[config.mk]
export PLATFORM = sky130hd
export DESIGN_NAME = uart_wake_rx
export DESIGN_NICKNAME = d
export VERILOG_FILES = /design/src/rtl/rxw_pkg.sv /design/src/rtl/rxw_frame_fsm.sv /design/src/rtl/rxw_idle_det.sv /design/src/rtl/rxw_standby.sv /design/src/rtl/uart_wake_rx.sv
export SDC_FILE = /design/constraint.sdc
export NUM_CORES = 1
export LEC_CHECK = 0
export ABC_CLOCK_PERIOD_IN_PS = 4100
export BUFFER_PORTS_ARGS = -buffer_cell sky130_fd_sc_hd__buf_2
export CORE_MARGIN = 5
export CORE_UTILIZATION = 45
export DETAILED_ROUTE_END_ITERATION = 10
export PLACE_DENSITY_LB_ADDON = 0.08
export SYNTH_ARGS = -nofsm -noshare
export SYNTH_HDL_FRONTEND = slang
export SYNTH_SLANG_ARGS = --single-unit
[constraint.sdc]
create_clock -name clk -period 4.1 [get_ports clk]
set_input_delay 0.615 -clock clk [delete_from_list [all_inputs] [get_ports clk]]
set_output_delay 0.615 -clock clk [all_outputs]
set_load 0.02 [all_outputs]
[src/rtl/rxw_pkg.sv]
package rxw_pkg;
    typedef enum logic [2:0] {
        S_IDLE,
        S_START,
        S_DATA,
        S_STOP,
        S_WAIT_HIGH
    } rx_state_t;

    localparam int CHAR_W = 9;
endpackage

[src/rtl/rxw_frame_fsm.sv]
module rxw_frame_fsm
    import rxw_pkg::*;
#(
    parameter int OS = 16
) (
    input  logic              clk,
    input  logic              rst_n,
    input  logic              os_tick,
    input  logic              rx_s,
    input  logic              cfg_nine,
    output rx_state_t         state,
    output logic              done,
    output logic [CHAR_W-1:0] chr,
    output logic              stop_ok
);
    localparam int CW = (OS > 2) ? $clog2(OS) : 1;
    localparam logic [CW-1:0] MID  = CW'(OS / 2 - 1);
    localparam logic [CW-1:0] LAST = CW'(OS - 1);

    rx_state_t     nxt;
    logic [CW-1:0] cnt, cnt_nxt;
    logic [3:0]    idx, idx_nxt;
    logic [3:0]    last_idx;
    logic          take_bit, take_stop, start_ok;

    assign last_idx = cfg_nine ? 4'd8 : 4'd7;

    // next-state and counter logic
    always_comb begin
        nxt       = state;
        cnt_nxt   = cnt;
        idx_nxt   = idx;
        take_bit  = 1'b0;
        take_stop = 1'b0;
        start_ok  = 1'b0;
        unique case (state)
            S_IDLE: begin
                if (!rx_s) begin
                    nxt     = S_START;
                    cnt_nxt = '0;
                end
            end
            S_START: begin
                if (os_tick) begin
                    if (cnt == MID) begin
                        cnt_nxt = '0;
                        idx_nxt = '0;
                        if (!rx_s) begin
                            nxt      = S_DATA;
                            start_ok = 1'b1;
                        end else begin
                            nxt = S_IDLE;
                        end
                    end else begin
                        cnt_nxt = cnt + 1'b1;
                    end
                end
            end
            S_DATA: begin
                if (os_tick) begin
                    if (cnt == LAST) begin
                        cnt_nxt  = '0;
                        take_bit = 1'b1;
                        if (idx == last_idx) nxt = S_STOP;
                        else idx_nxt = idx + 4'd1;
                    end else begin
                        cnt_nxt = cnt + 1'b1;
                    end
                end
            end
            S_STOP: begin
                if (os_tick) begin
                    if (cnt == LAST) begin
                        cnt_nxt   = '0;
                        take_stop = 1'b1;
                        nxt       = rx_s ? S_IDLE : S_WAIT_HIGH;
                    end else begin
                        cnt_nxt = cnt + 1'b1;
                    end
                end
            end
            S_WAIT_HIGH: begin
                if (rx_s) nxt = S_IDLE;
            end
            default: nxt = S_IDLE;
        endcase
    end

    // state register
    always_ff @(posedge clk or negedge rst_n) begin
        if (!rst_n) begin
            state <= S_IDLE;
            cnt   <= '0;
            idx   <= '0;
        end else begin
            state <= nxt;
            cnt   <= cnt_nxt;
            idx   <= idx_nxt;
        end
    end

    // outputs
    always_ff @(posedge clk or negedge rst_n) begin
        if (!rst_n) begin
            done    <= 1'b0;
            chr     <= '0;
            stop_ok <= 1'b0;
        end else begin
            done <= take_stop;
            if (start_ok) chr <= '0;
            else if (take_bit) chr[idx] <= rx_s;
            if (take_stop) stop_ok <= rx_s;
        end
    end
endmodule

[src/rtl/rxw_idle_det.sv]
module rxw_idle_det #(
    parameter int OS = 16
) (
    input  logic clk,
    input  logic rst_n,
    input  logic os_tick,
    input  logic rx_s,
    input  logic cfg_nine,
    input  logic cfg_after_stop,
    input  logic line_quiet,
    output logic idle_pulse
);
    localparam int IW = $clog2(11 * OS + 1);
    localparam logic [IW-1:0] TH8 = IW'(10 * OS);
    localparam logic [IW-1:0] TH9 = IW'(11 * OS);

    logic [IW-1:0] ones_cnt;
    logic [IW-1:0] thresh;
    logic          en, hit, armed;

    assign thresh = cfg_nine ? TH9 : TH8;
    assign en     = cfg_after_stop ? line_quiet : 1'b1;
    assign hit    = en && rx_s && os_tick && (ones_cnt == thresh - 1'b1);

    always_ff @(posedge clk or negedge rst_n) begin
        if (!rst_n) begin
            ones_cnt   <= '0;
            armed      <= 1'b1;
            idle_pulse <= 1'b0;
        end else begin
            if (!rx_s || !en) ones_cnt <= '0;
            else if (os_tick && ones_cnt < thresh) ones_cnt <= ones_cnt + 1'b1;

            if (!rx_s) armed <= 1'b1;
            else if (hit) armed <= 1'b0;

            idle_pulse <= hit && armed;
        end
    end
endmodule

[src/rtl/rxw_standby.sv]
module rxw_standby (
    input  logic clk,
    input  logic rst_n,
    input  logic standby_req,
    input  logic cfg_wake_addr,
    input  logic idle_pulse,
    input  logic char_done,
    input  logic char_msb,
    output logic standby
);
    logic wake;

    assign wake = cfg_wake_addr ? (char_done && char_msb) : idle_pulse;

    always_ff @(posedge clk or negedge rst_n) begin
        if (!rst_n) standby <= 1'b0;
        else if (standby_req) standby <= 1'b1;
        else if (standby && wake) standby <= 1'b0;
    end
endmodule

[src/rtl/uart_wake_rx.sv]
module uart_wake_rx
    import rxw_pkg::*;
#(
    parameter int OS = 16
) (
    input  logic       clk,
    input  logic       rst_n,
    input  logic       os_tick,
    input  logic       rxd,
    input  logic       cfg_nine,
    input  logic       cfg_par_en,
    input  logic       cfg_par_odd,
    input  logic       cfg_wake_addr,
    input  logic       cfg_idle_after_stop,
    input  logic       standby_req,
    output logic [8:0] rx_data,
    output logic       rx_valid,
    output logic       par_err,
    output logic       frm_err,
    output logic       idle_flag,
    output logic       standby
);
    logic              rx_meta, rx_s;
    rx_state_t         fsm_state;
    logic              done, stop_ok;
    logic [CHAR_W-1:0] chr, chr_m;
    logic              msb, deliver, par_bad;

    always_ff @(posedge clk or negedge rst_n) begin
        if (!rst_n) begin
            rx_meta <= 1'b1;
            rx_s    <= 1'b1;
        end else begin
            rx_meta <= rxd;
            rx_s    <= rx_meta;
        end
    end

    rxw_frame_fsm #(.OS(OS)) u_fsm (
        .clk     (clk),
        .rst_n   (rst_n),
        .os_tick (os_tick),
        .rx_s    (rx_s),
        .cfg_nine(cfg_nine),
        .state   (fsm_state),
        .done    (done),
        .chr     (chr),
        .stop_ok (stop_ok)
    );

    rxw_idle_det #(.OS(OS)) u_idle (
        .clk           (clk),
        .rst_n         (rst_n),
        .os_tick       (os_tick),
        .rx_s          (rx_s),
        .cfg_nine      (cfg_nine),
        .cfg_after_stop(cfg_idle_after_stop),
        .line_quiet    (fsm_state == S_IDLE),
        .idle_pulse    (idle_flag)
    );

    assign chr_m   = cfg_nine ? chr : {1'b0, chr[7:0]};
    assign msb     = cfg_nine ? chr[8] : chr[7];
    assign par_bad = cfg_par_en && ((^chr_m) ^ cfg_par_odd);
    assign deliver = done && (!standby || (cfg_wake_addr && msb));

    rxw_standby u_sby (
        .clk          (clk),
        .rst_n        (rst_n),
        .standby_req  (standby_req),
        .cfg_wake_addr(cfg_wake_addr),
        .idle_pulse   (idle_flag),
        .char_done    (done),
        .char_msb     (msb),
        .standby      (standby)
    );

    always_ff @(posedge clk or negedge rst_n) begin
        if (!rst_n) begin
            rx_data  <= '0;
            rx_valid <= 1'b0;
            par_err  <= 1'b0;
            frm_err  <= 1'b0;
        end else begin
            rx_valid <= deliver;
            if (deliver) begin
                rx_data <= chr_m;
                par_err <= par_bad;
                frm_err <= !stop_ok;
            end
        end
    end
endmodule

**Yosys cells after proc, flatten, opt, wreduce, memory -nomap -nowiden**

Index checks and enable logic that the tools add are counted.

- Output and inout port bits: 14
- Flip-flop bits (word level): 47
- Input port bits: 10
- Word-level logic and storage cells: 121

- Muxes and demuxes: 49
- Equality and inequality tests: 20
- $lt $le $gt $ge: 3
- Reduce and logical (&&, ||, !) cells: 28
- Bitwise operators: 1
- Add/sub/neg operators: 4

Operators by type and width:

| operator | number |
|---|---|
| $mux W4 | 11 |
| $mux W3 | 10 |
| $mux W9 | 3 |
| $mux W1 | 16 |
| $mux W8 | 2 |
| $pmux W3 S5 | 1 |
| $ne A2 B1 Y1 const B | 6 |
| $ne A2 B2 Y1 const B | 6 |
| $pmux W4 S3 | 1 |
| $logic_and A1 B1 Y1 | 11 |
| $bwmux W9 | 1 |
| $reduce_and A9 Y1 | 1 |
| $reduce_xor A9 Y1 | 1 |
| $add A4 B1 Y4 const B | 2 |
| $add A8 B1 Y8 const B | 1 |
| $eq A8 B8 Y1 | 1 |
| $lt A8 B8 Y1 | 1 |
| $pmux W4 S2 | 1 |
| $reduce_bool A2 Y1 | 4 |
| $sub A8 B1 Y8 const B | 1 |
| $eq A3 B2 Y1 const B | 2 |
| $reduce_and A6 Y1 | 1 |
| $lt A4 B5 Y1 const B | 1 |
| $mux W5 | 1 |
| other kinds (15) | 19 |

**Longest topological paths before layout**

Gate-level depths: netlist of run 1.

- Word-level depth: 7
- Gate-level depth with buffers: 7
- Gate-level depth less buffers: 7

**Cells and area by module**

A second synthesis of run 1 with hierarchy kept.

- Cells, all modules: 230
- Area total of the unflattened synthesis: 2571.2 µm²

Modules (own cells, without submodules):

| module | area each (µm²) | cells an instance | instances | sequential area each (µm²) |
|---|---|---|---|---|
| rxw_frame_fsm | 1343.8 | 134 | 1 | 550.5 |
| uart_wake_rx | 656.9 | 41 | 1 | 352.8 |
| rxw_idle_det | 525.5 | 51 | 1 | 251.5 |
| rxw_standby | 45.0 | 4 | 1 | 25.0 |

**Worst setup path after synthesis of run 1**

No wires, ideal clock.

- Path kind: in2reg
- Start point: input port cfg_nine
- End point: register rx_data[1]
- Data required time: 3.975 ns
- Arrival: 1.676 ns
- Cell stages on the path: 5
- Buffers on the path: 1
- Path slack: 2.299 ns
- Cell sequence: mux2_2 > nand3_1 > o21ai_0 > buf_2 > mux2_2

- Cells in the longest elaborated chain, start to end: 4

Ends and longest elaborated chain:

| element | line | text |
|---|---|---|
| from (decl) | uart_wake_rx.sv:10 | `input logic cfg_nine,` |
| $mux W1 | uart_wake_rx.sv:63 | `assign msb = cfg_nine ? chr[8] : chr[7];` |
| $logic_and A1 B1 Y1 | uart_wake_rx.sv:65 | `assign deliver = done && (!standby \|\| (cfg_wake_addr && msb));` |
| $logic_or A1 B1 Y1 | uart_wake_rx.sv:65 |  |
| $logic_and A1 B1 Y1 | uart_wake_rx.sv:65 |  |
| net deliver | uart_wake_rx.sv:27 | `logic msb, deliver, par_bad;` |
| to (signal assigned) | uart_wake_rx.sv:87 | `rx_data <= chr_m;` |
| to (decl) | uart_wake_rx.sv:16 | `output logic [8:0] rx_data,` |

The timed path passes the listed nets, and every way through them passes these cells.
A chain may end at the register's enable or synchronous reset.

**Final worst setup path of run 1**

- Start point: register u_fsm.cnt[0]
- End point: register u_fsm.chr[4]

- Cells in the longest elaborated chain, start to end: 5
- Elaborated cells on any way between the ends: 10

Ends and longest elaborated chain:

| element | line | text |
|---|---|---|
| from (decl) | rxw_frame_fsm.sv:21 | `logic [CW-1:0] cnt, cnt_nxt;` |
| from (signal assigned) | rxw_frame_fsm.sv:97 | `cnt <= cnt_nxt;` |
| $eq A4 B3 Y1 / $eq A4 B4 Y1 (equally long branches) | rxw_frame_fsm.sv:45, rxw_frame_fsm.sv:61 |  |
| $mux W1, on equally long branches | rxw_frame_fsm.sv:45, rxw_frame_fsm.sv:61 |  |
| $mux W1, on equally long branches | rxw_frame_fsm.sv:44, rxw_frame_fsm.sv:60 |  |
| $mux W1 | rxw_frame_fsm.sv:36 | `unique case (state)` |
| $mux W9 / $reduce_bool A2 Y1 (equally long branches) | -- |  |
| to (signal, indexed assignment) | rxw_frame_fsm.sv:111 | `else if (take_bit) chr[idx] <= rx_s;` |
| to (decl) | rxw_frame_fsm.sv:13 | `output logic [CHAR_W-1:0] chr,` |

Several ways; a longest one is shown, not always the timed one.

==> run metrics, run 1 <==
status completed; register area share after synthesis 0.487; setup ws final 2.10 ns; Fin. Hold Viols 0; Peak VDD IR 0.000207 V; clock tree buffer depth 2; CP max FO 9; first-pass GRT wire length 8.00 mm; Reg area 1180 um^2; Arrival @ worst endpoint 2.19 ns; WHS 0.359 ns; area of the mapped netlist 2420 um^2; Post-synth EDFFs 0; Chip Height 83.4 um; RSZ-0062 raised after global routing no; FP Rows 26; Leak Pwr 1.25 nW; worst slew pin tran 1.10 ns; largest net degree at the start of global routing 48; clk slew on worst S/H paths 0.08 ns; PwrDens 410 nW/um^2; Final Power 0.00109 W; slew margin rel. 0.262; Worst Path Required 4.28 ns; fillers 476; vias in the first global route 1640; die area 6960 um^2; vias per std cell 5.25; CP Cell Sequence ha_1 > and3_1 > nand2_1 > or4_1 > a21oi_1 > a21oi_1; routed wire length 4.62 mm; final antenna-violating net count 0; via count 1737; Placer Congestion 0.763; post_cts resized 0; fmax 499 MHz; Min Clock Period, post-route 2.00 ns; die width 83.4 um; Synth async-reset ratio 1.00; total track usage 0.141; Pins Over Slew Limit 0; register bit total from synthesis 47; initial antenna violation count 0; Num Clock Sinks 47; Setup Fix Bufs, Post-CTS 0; CP most frequent cell a21oi_1; TritonCTS clock tree built; slowest cell delay on critical path 0.62 ns; Net Count, Synth 258; P&R area growth vs syn 9.86%; Max Cap Viol 0; worst skew pair latency 0.30 ns; yosys warns 0; Mean Syn Cell Area 10.1 um^2; drt initial violations 59; initial core utilization 0.469; Syn Inst Count 241; H-tree Lvls 2; crit path max-delay cell type or4_1; GRT overflow 0; Final period util 0.489; post-route cell area 2660 um^2; WL per Instance 14.0 um; nets 277; Root Buffer clkbuf_8; critical path class flip-flop to flip-flop; Detail Placement HPWL 3.19 mm; CTS Buf Count 5; total negative slack 0 ns; commonest register cell after synthesis dfrtp_1; count of unique library cells instantiated by Yosys 47; Setup Skew 0.00672 ns; pre-CTS setup slack 1.84 ns; share of layout cells above drive strength 1 0.184; port bufs 23; Placed Instance Area 2580 um^2; Startpoint Class flip-flop; worst min path class flip-flop to flip-flop; CP endpoint kind flip-flop; core area 5170 um^2; Hold Buf Count CTS 0; multi-input logic area 1150 um^2; first-pass detailed-route iteration total 4; setup violators final 0; # IOs 24; # DRC 0; ANT cells 0
synthesized netlist by cell type, drive strengths merged (2+ instances only):
| master | number | area [um^2] |
|---|---|---|
| nor2 | 24 | 90.1 |
| nor4 | 2 | 18.8 |
| dfrtp | 44 | 1100 |
| ha | 7 | 87.6 |
| nor3b | 2 | 15.0 |
| and3 | 3 | 18.8 |
| dfstp | 3 | 78.8 |
| nor3 | 7 | 35.0 |
| nand4 | 5 | 31.3 |
| nand4b | 3 | 26.3 |
| a21o | 3 | 22.5 |
| or3 | 4 | 25.0 |
| mux2i | 2 | 20.0 |
| clkbuf | 8 | 31.3 |
| inv | 13 | 48.8 |
| a21oi | 24 | 120 |
| nor2b | 3 | 18.8 |
| o21ai | 7 | 35.0 |
| xnor2 | 4 | 35.0 |
| buf | 3 | 13.8 |
| nand3 | 13 | 65.1 |
| and2 | 2 | 12.5 |
| xnor3 | 2 | 45.0 |
| xor2 | 9 | 78.8 |
| mux2 | 11 | 124 |
| nand2 | 16 | 60.1 |
stage by stage:
stage,util,instances
after floorplan,-,241
after global placement,0.499,323
after detailed placement,0.499,323
after CTS,0.515,331
after global routing,0.515,331
final,0.515,331
kinds of logic after synthesis:
logic type	after synthesis	synth area share
muxes	13	0.0593
adders and majority gates	7	0.0361
xor gates and xnor gates	15	0.0655
AOI/OAI and AO/OA	43	0.107
and+or+nand+nor	92	0.207
DFF	47	0.487
buffers and inverters	24	0.0387
critical path, delay by kind of cell, from the launching register on:
| kind | cells | cell delay [ns] |
|---|---|---|
| flops | 1 | 0.39 |
| compound gates | 2 | 0.26 |
| fa+ha+maj | 1 | 0.30 |
| simple gates | 3 | 0.94 |
registers in the layout, indices dropped and copies added (netlist names), 3 cells and up:
name,cells
u_idle.ones_cnt,8
u_fsm.cnt,4
u_fsm.chr,9
rx_data,9
u_fsm.state,3
u_fsm.idx,4
placed cells by master (no fill, tap or decap), types with 5 or more instances in the layout:
cell type,instances
dfrtp_1,44
nor2_1,24
a21oi_1,24
buf_2,23
nand2_1,16
inv_1,13
nand3_1,13
mux2_2,11
xor2_1,9
nor3_1,7
ha_1,7
nand4_1,5
o21ai_0,5
clkbuf_8,5
path summary, 6_finish.rpt:
path / startpoint / to / slack (ns) / cells past startpoint
max in group asynchronous: rst_n / rx_data[4] / 2.94 / 1
hold / removal: rx_meta / rx_s / 0.36 / 0
min in group asynchronous: rst_n / u_idle.ones_cnt[3] / 0.50 / 1
hold reg to reg: rx_meta / rx_s / 0.36 / 0
setup / recovery: u_fsm.cnt[0] / u_fsm.chr[4] / 2.10 / 6
setup reg to reg: u_fsm.cnt[0] / u_fsm.chr[4] / 2.10 / 6
area by class of cell:
| cell class | instances | area share |
|---|---|---|
| Sequential cell | 47 | 0.443 |
| Multi-Input combinational cell | 170 | 0.432 |
| Timing Repair Buffer | 23 | 0.0432 |
| Tap cell | 70 | 0.0329 |
| Clock buffer | 7 | 0.0287 |
| Inverter | 13 | 0.0183 |
| Clock inverter | 1 | 0.00188 |
layer usage:
metal,routed length (um),GRT usage
met1,2320,0.205
met2,2030,0.206
met3,206,0.0356
met4,61,0.0446
met5,0,0
where the power goes:
part	total [W]	switching, W	internal, W
registers	0.000594	0.0000755	0.000518
logic	0.000228	0.000120	0.000108
clock network	0.000270	0.000150	0.000120
total	0.00109	0.000345	0.000746
(Power assumes the default switching activity.)
==> inputs of run 2 (changes only) <==
--- a/config.mk
+++ b/config.mk
@@ -5,7 +5,8 @@
 export SDC_FILE = /design/constraint.sdc
 export NUM_CORES = 1
 export LEC_CHECK = 0
-export ABC_CLOCK_PERIOD_IN_PS = 4100
+export ABC_AREA = 1
+export ABC_CLOCK_PERIOD_IN_PS = 1760
 export BUFFER_PORTS_ARGS = -buffer_cell sky130_fd_sc_hd__buf_2
 export CORE_MARGIN = 5
 export CORE_UTILIZATION = 45
==> constraint.sdc (replaced) <==
create_clock -name clk -period 1.76 [get_ports clk]
set_input_delay 0.264 -clock clk [delete_from_list [all_inputs] [get_ports clk]]
set_output_delay 0.264 -clock clk [all_outputs]
set_load 0.02 [all_outputs]
==> run 2 against run 1 <==
First-iteration DRC count is 19% higher. Combinational power grew to 3.1 times the previous value. Non-clock buffer count is 4 higher. Global-route usage is 0.82 points higher. Critical path depth rose by 3. Setup slack worse by 1.9 ns. Register-to-register slack worse by 1.9 ns. Clock power increased to 3.0 times the previous value. Clock skew is 0.0022 ns lower.
==> run metrics, run 2 <==
vias in the first global route 1985 (was 1640); sw frac 0.332 (was 0.316); Detail Placement HPWL 3.87 mm (was 3.19 mm); logic gate share of total power 0.257 (was 0.209); most frequent cells in the layout nand2_1, dfrtp_1, inv_1, buf_2 (was dfrtp_1, nor2_1, a21oi_1, buf_2, nand2_1); Post-synth EDFFs 0 (unchanged); PwrDens 958 nW/um^2 (was 410 nW/um^2); CP endpoint kind flip-flop (unchanged); H-tree Lvls 2 (unchanged); largest delay contributor family on the critical path simple AND/OR/NAND/NOR gates (unchanged); CP max FO 6 (was 9); total negative slack 0 ns (unchanged); Leak Pwr 1.45 nW (was 1.25 nW); P&R area growth vs syn 12.6% (was 9.86%); nets 369 (was 277); share of the synthesized area in the top cell type 0.426 (was 0.454); worst min path class input port to flip-flop (was flip-flop to flip-flop); # DRC 0 (unchanged); Pins Over Slew Limit 0 (unchanged); GRT overflow 0 (unchanged); CP most frequent cell nand2_1 (was a21oi_1); clock tree buffer depth 2 (unchanged); via count 2057 (was 1737); routed wire length 5.05 mm (was 4.62 mm); CTS Buf Count 5 (unchanged); final antenna-violating net count 0 (unchanged); RSZ-0062 raised after global routing no (unchanged); # IOs 24 (unchanged); commonest non-fill, non-tap cell in the layout nand2_1 (was dfrtp_1); Syn Inst Count 326 (was 241); fmax 643 MHz (was 499 MHz); top sig layer met4 (unchanged); Root Buffer clkbuf_8 (unchanged); Met1 Wirelength 2.33 mm (was 2.32 mm); Arrival @ worst endpoint 1.75 ns (was 2.19 ns); TritonCTS clock tree built (unchanged); met3 WL post-DR 171 um (was 206 um); Synth async-reset ratio 1.00 (unchanged); share of layout cells above drive strength 1 0.198 (was 0.184); register area share after synthesis 0.456 (was 0.487); core area 5540 um^2 (was 5170 um^2); Setup Skew 0.00450 ns (was 0.00672 ns); Chip Height 85.8 um (was 83.4 um); die area 7360 um^2 (was 6960 um^2); worst skew pair latency 0.29 ns (was 0.30 ns); Max Cap Viol 0 (unchanged); initial antenna violation count 0 (unchanged); pre-CTS setup slack 0.223 ns (was 1.84 ns); Net Count, Synth 343 (was 258); Final Power 0.00279 W (was 0.00109 W); Min Clock Period, post-route 1.56 ns (was 2.00 ns); Psw 0.000927 W (was 0.000345 W); Placer Congestion 0.807 (was 0.763); Fin. Hold Viols 0 (unchanged); Peak VDD IR 0.000678 V (was 0.000207 V); port bufs 23 (unchanged); Post-synth top cells nand2_1, dfrtp_1, inv_1 (was dfrtp_1, a21oi_1, nor2_1); first-pass GRT wire length 8.96 mm (was 8.00 mm); Setup Fix Bufs, Post-CTS 0 (unchanged); total track usage 0.149 (was 0.141); Final period util 0.884 (was 0.489); register bit total from synthesis 47 (unchanged); die width 85.8 um (was 83.4 um); count leader, synth nand2_1 (was dfrtp_1); initial core utilization 0.467 (was 0.469); critical path class flip-flop to flip-flop (unchanged); Startpoint Class flip-flop (unchanged); CP Cell Sequence inv_1 > ha_1 > o21ai_1 > nand2_1 > nand2_1 > nand2_4 > nand2_2 > xor2_1 > nor2_1 (was ha_1 > and3_1 > nand2_1 > or4_1 > a21oi_1 > a21oi_1); count of unique library cells instantiated by Yosys 29 (was 47); area of the mapped netlist 2580 um^2 (was 2420 um^2); slew margin rel. 0.602 (was 0.262); internal power 0.00186 W (was 0.000746 W); FP Rows 27 (was 26); slowest cell delay on critical path 0.35 ns (was 0.62 ns); setup ws final 0.204 ns (was 2.10 ns); status completed (unchanged); ANT cells 0 (unchanged); clock share of power 0.291 (was 0.247); yosys warns 0 (unchanged); Worst Path Required 1.96 ns (was 4.28 ns); largest net degree at the start of global routing 25 (was 48); commonest register cell after synthesis dfrtp_1 (unchanged); setup violators final 0 (unchanged); CP bufs+invs 1 (was 0); crit path max-delay cell type dfrtp_1 (was or4_1); vias per std cell 4.84 (was 5.25); Mean Syn Cell Area 7.93 um^2 (was 10.1 um^2); first-pass detailed-route iteration total 4 (unchanged); met2 wire length 2.50 mm (was 2.03 mm); Regs by FF count rx_data: 9 flops, u_fsm.chr: 9 flops, u_idle.ones_cnt: 8 flops (unchanged); drt initial violations 70 (was 59); Synth area leaders dfrtp_1, nand2_1, inv_1 (was dfrtp_1, mux2_2, a21oi_1); Num Clock Sinks 47 (unchanged); clk slew on worst S/H paths 0.09 ns (was 0.08 ns); cell taking the most area after synthesis dfrtp_1 (unchanged); WL per Instance 11.9 um (was 14.0 um); worst slew pin tran 0.597 ns (was 1.10 ns); Sequential Power Share 0.451 (was 0.544)
-- run 2: power groups by stage --
stage	Sequential, W	Combinational, W	Clock [W]
after floorplan	0.00126	0.000553	0
after global placement	0.00128	0.000704	0
after detailed placement	0.00128	0.000717	0
after CTS	0.00126	0.000725	0.000848
after global routing	0.00127	0.000816	0.000896
final	0.00126	0.000717	0.000812
-- run 2: cells by family after synthesis --
| group | Yosys count | share of synthesized area |
|---|---|---|
| adder cells (fa/ha/maj) | 7 | 0.0339 |
| AO/OA/AOI/OAI | 54 | 0.118 |
| buffers and inverters | 51 | 0.0789 |
| AND/OR/NAND/NOR | 156 | 0.276 |
| XOR/XNOR | 11 | 0.0373 |
| flip-flops | 47 | 0.456 |
-- run 2: path summary, 6_finish.rpt --
path                               startpoint                 end  slack, ns  depth (start not counted)
setup reg to reg           u_idle.ones_cnt[4]  u_idle.ones_cnt[2]       0.20                          9
min in group asynchronous               rst_n            rx_valid       0.50                          2
hold / removal                            rxd             rx_meta       0.06                          1
hold reg to reg                       rx_meta                rx_s       0.36                          0
max in group asynchronous               rst_n      u_fsm.state[1]       0.73                          3
setup / recovery           u_idle.ones_cnt[4]  u_idle.ones_cnt[2]       0.20                          9
-- run 2: timing repair --
item                      4_1_cts  5_1_grt
gates resized for setup         0        0
hold buffers                    1        0
hold endpoints to repair       20        0
-- run 2: metal layers --
| metal | vias to the layer above | track usage |
|---|---|---|
| li1 | 1086 | - |
| met1 | 941 | 0.192 |
| met2 | 26 | 0.260 |
| met3 | 4 | 0.0298 |
| met4 | 0 | 0.0345 |
| met5 | - | 0 |
-- run 2: per-stage QoR --
stage	std cells	hold slack, ns	util	area [um^2]
6_report	425	0.0560	0.525	2910
5_1_grt	425	0.0386	0.525	2910
4_1_cts	425	0.0468	0.525	2910
3_5_place_dp	416	0.305	0.502	2780
3_3_place_gp	416	0.298	0.502	2780
2_1_floorplan	326	-0.0316	-	2580
-- run 2: cell type report --
cell class	instances	area [um^2]
Fill cell	540	2630
Sequential cell	47	1180
Multi-Input combinational cell	228	1200
Timing Repair Buffer	27	160
Clock buffer	6	82.6
Inverter	43	161
Clock inverter	2	35.0
Tap cell	72	90.1
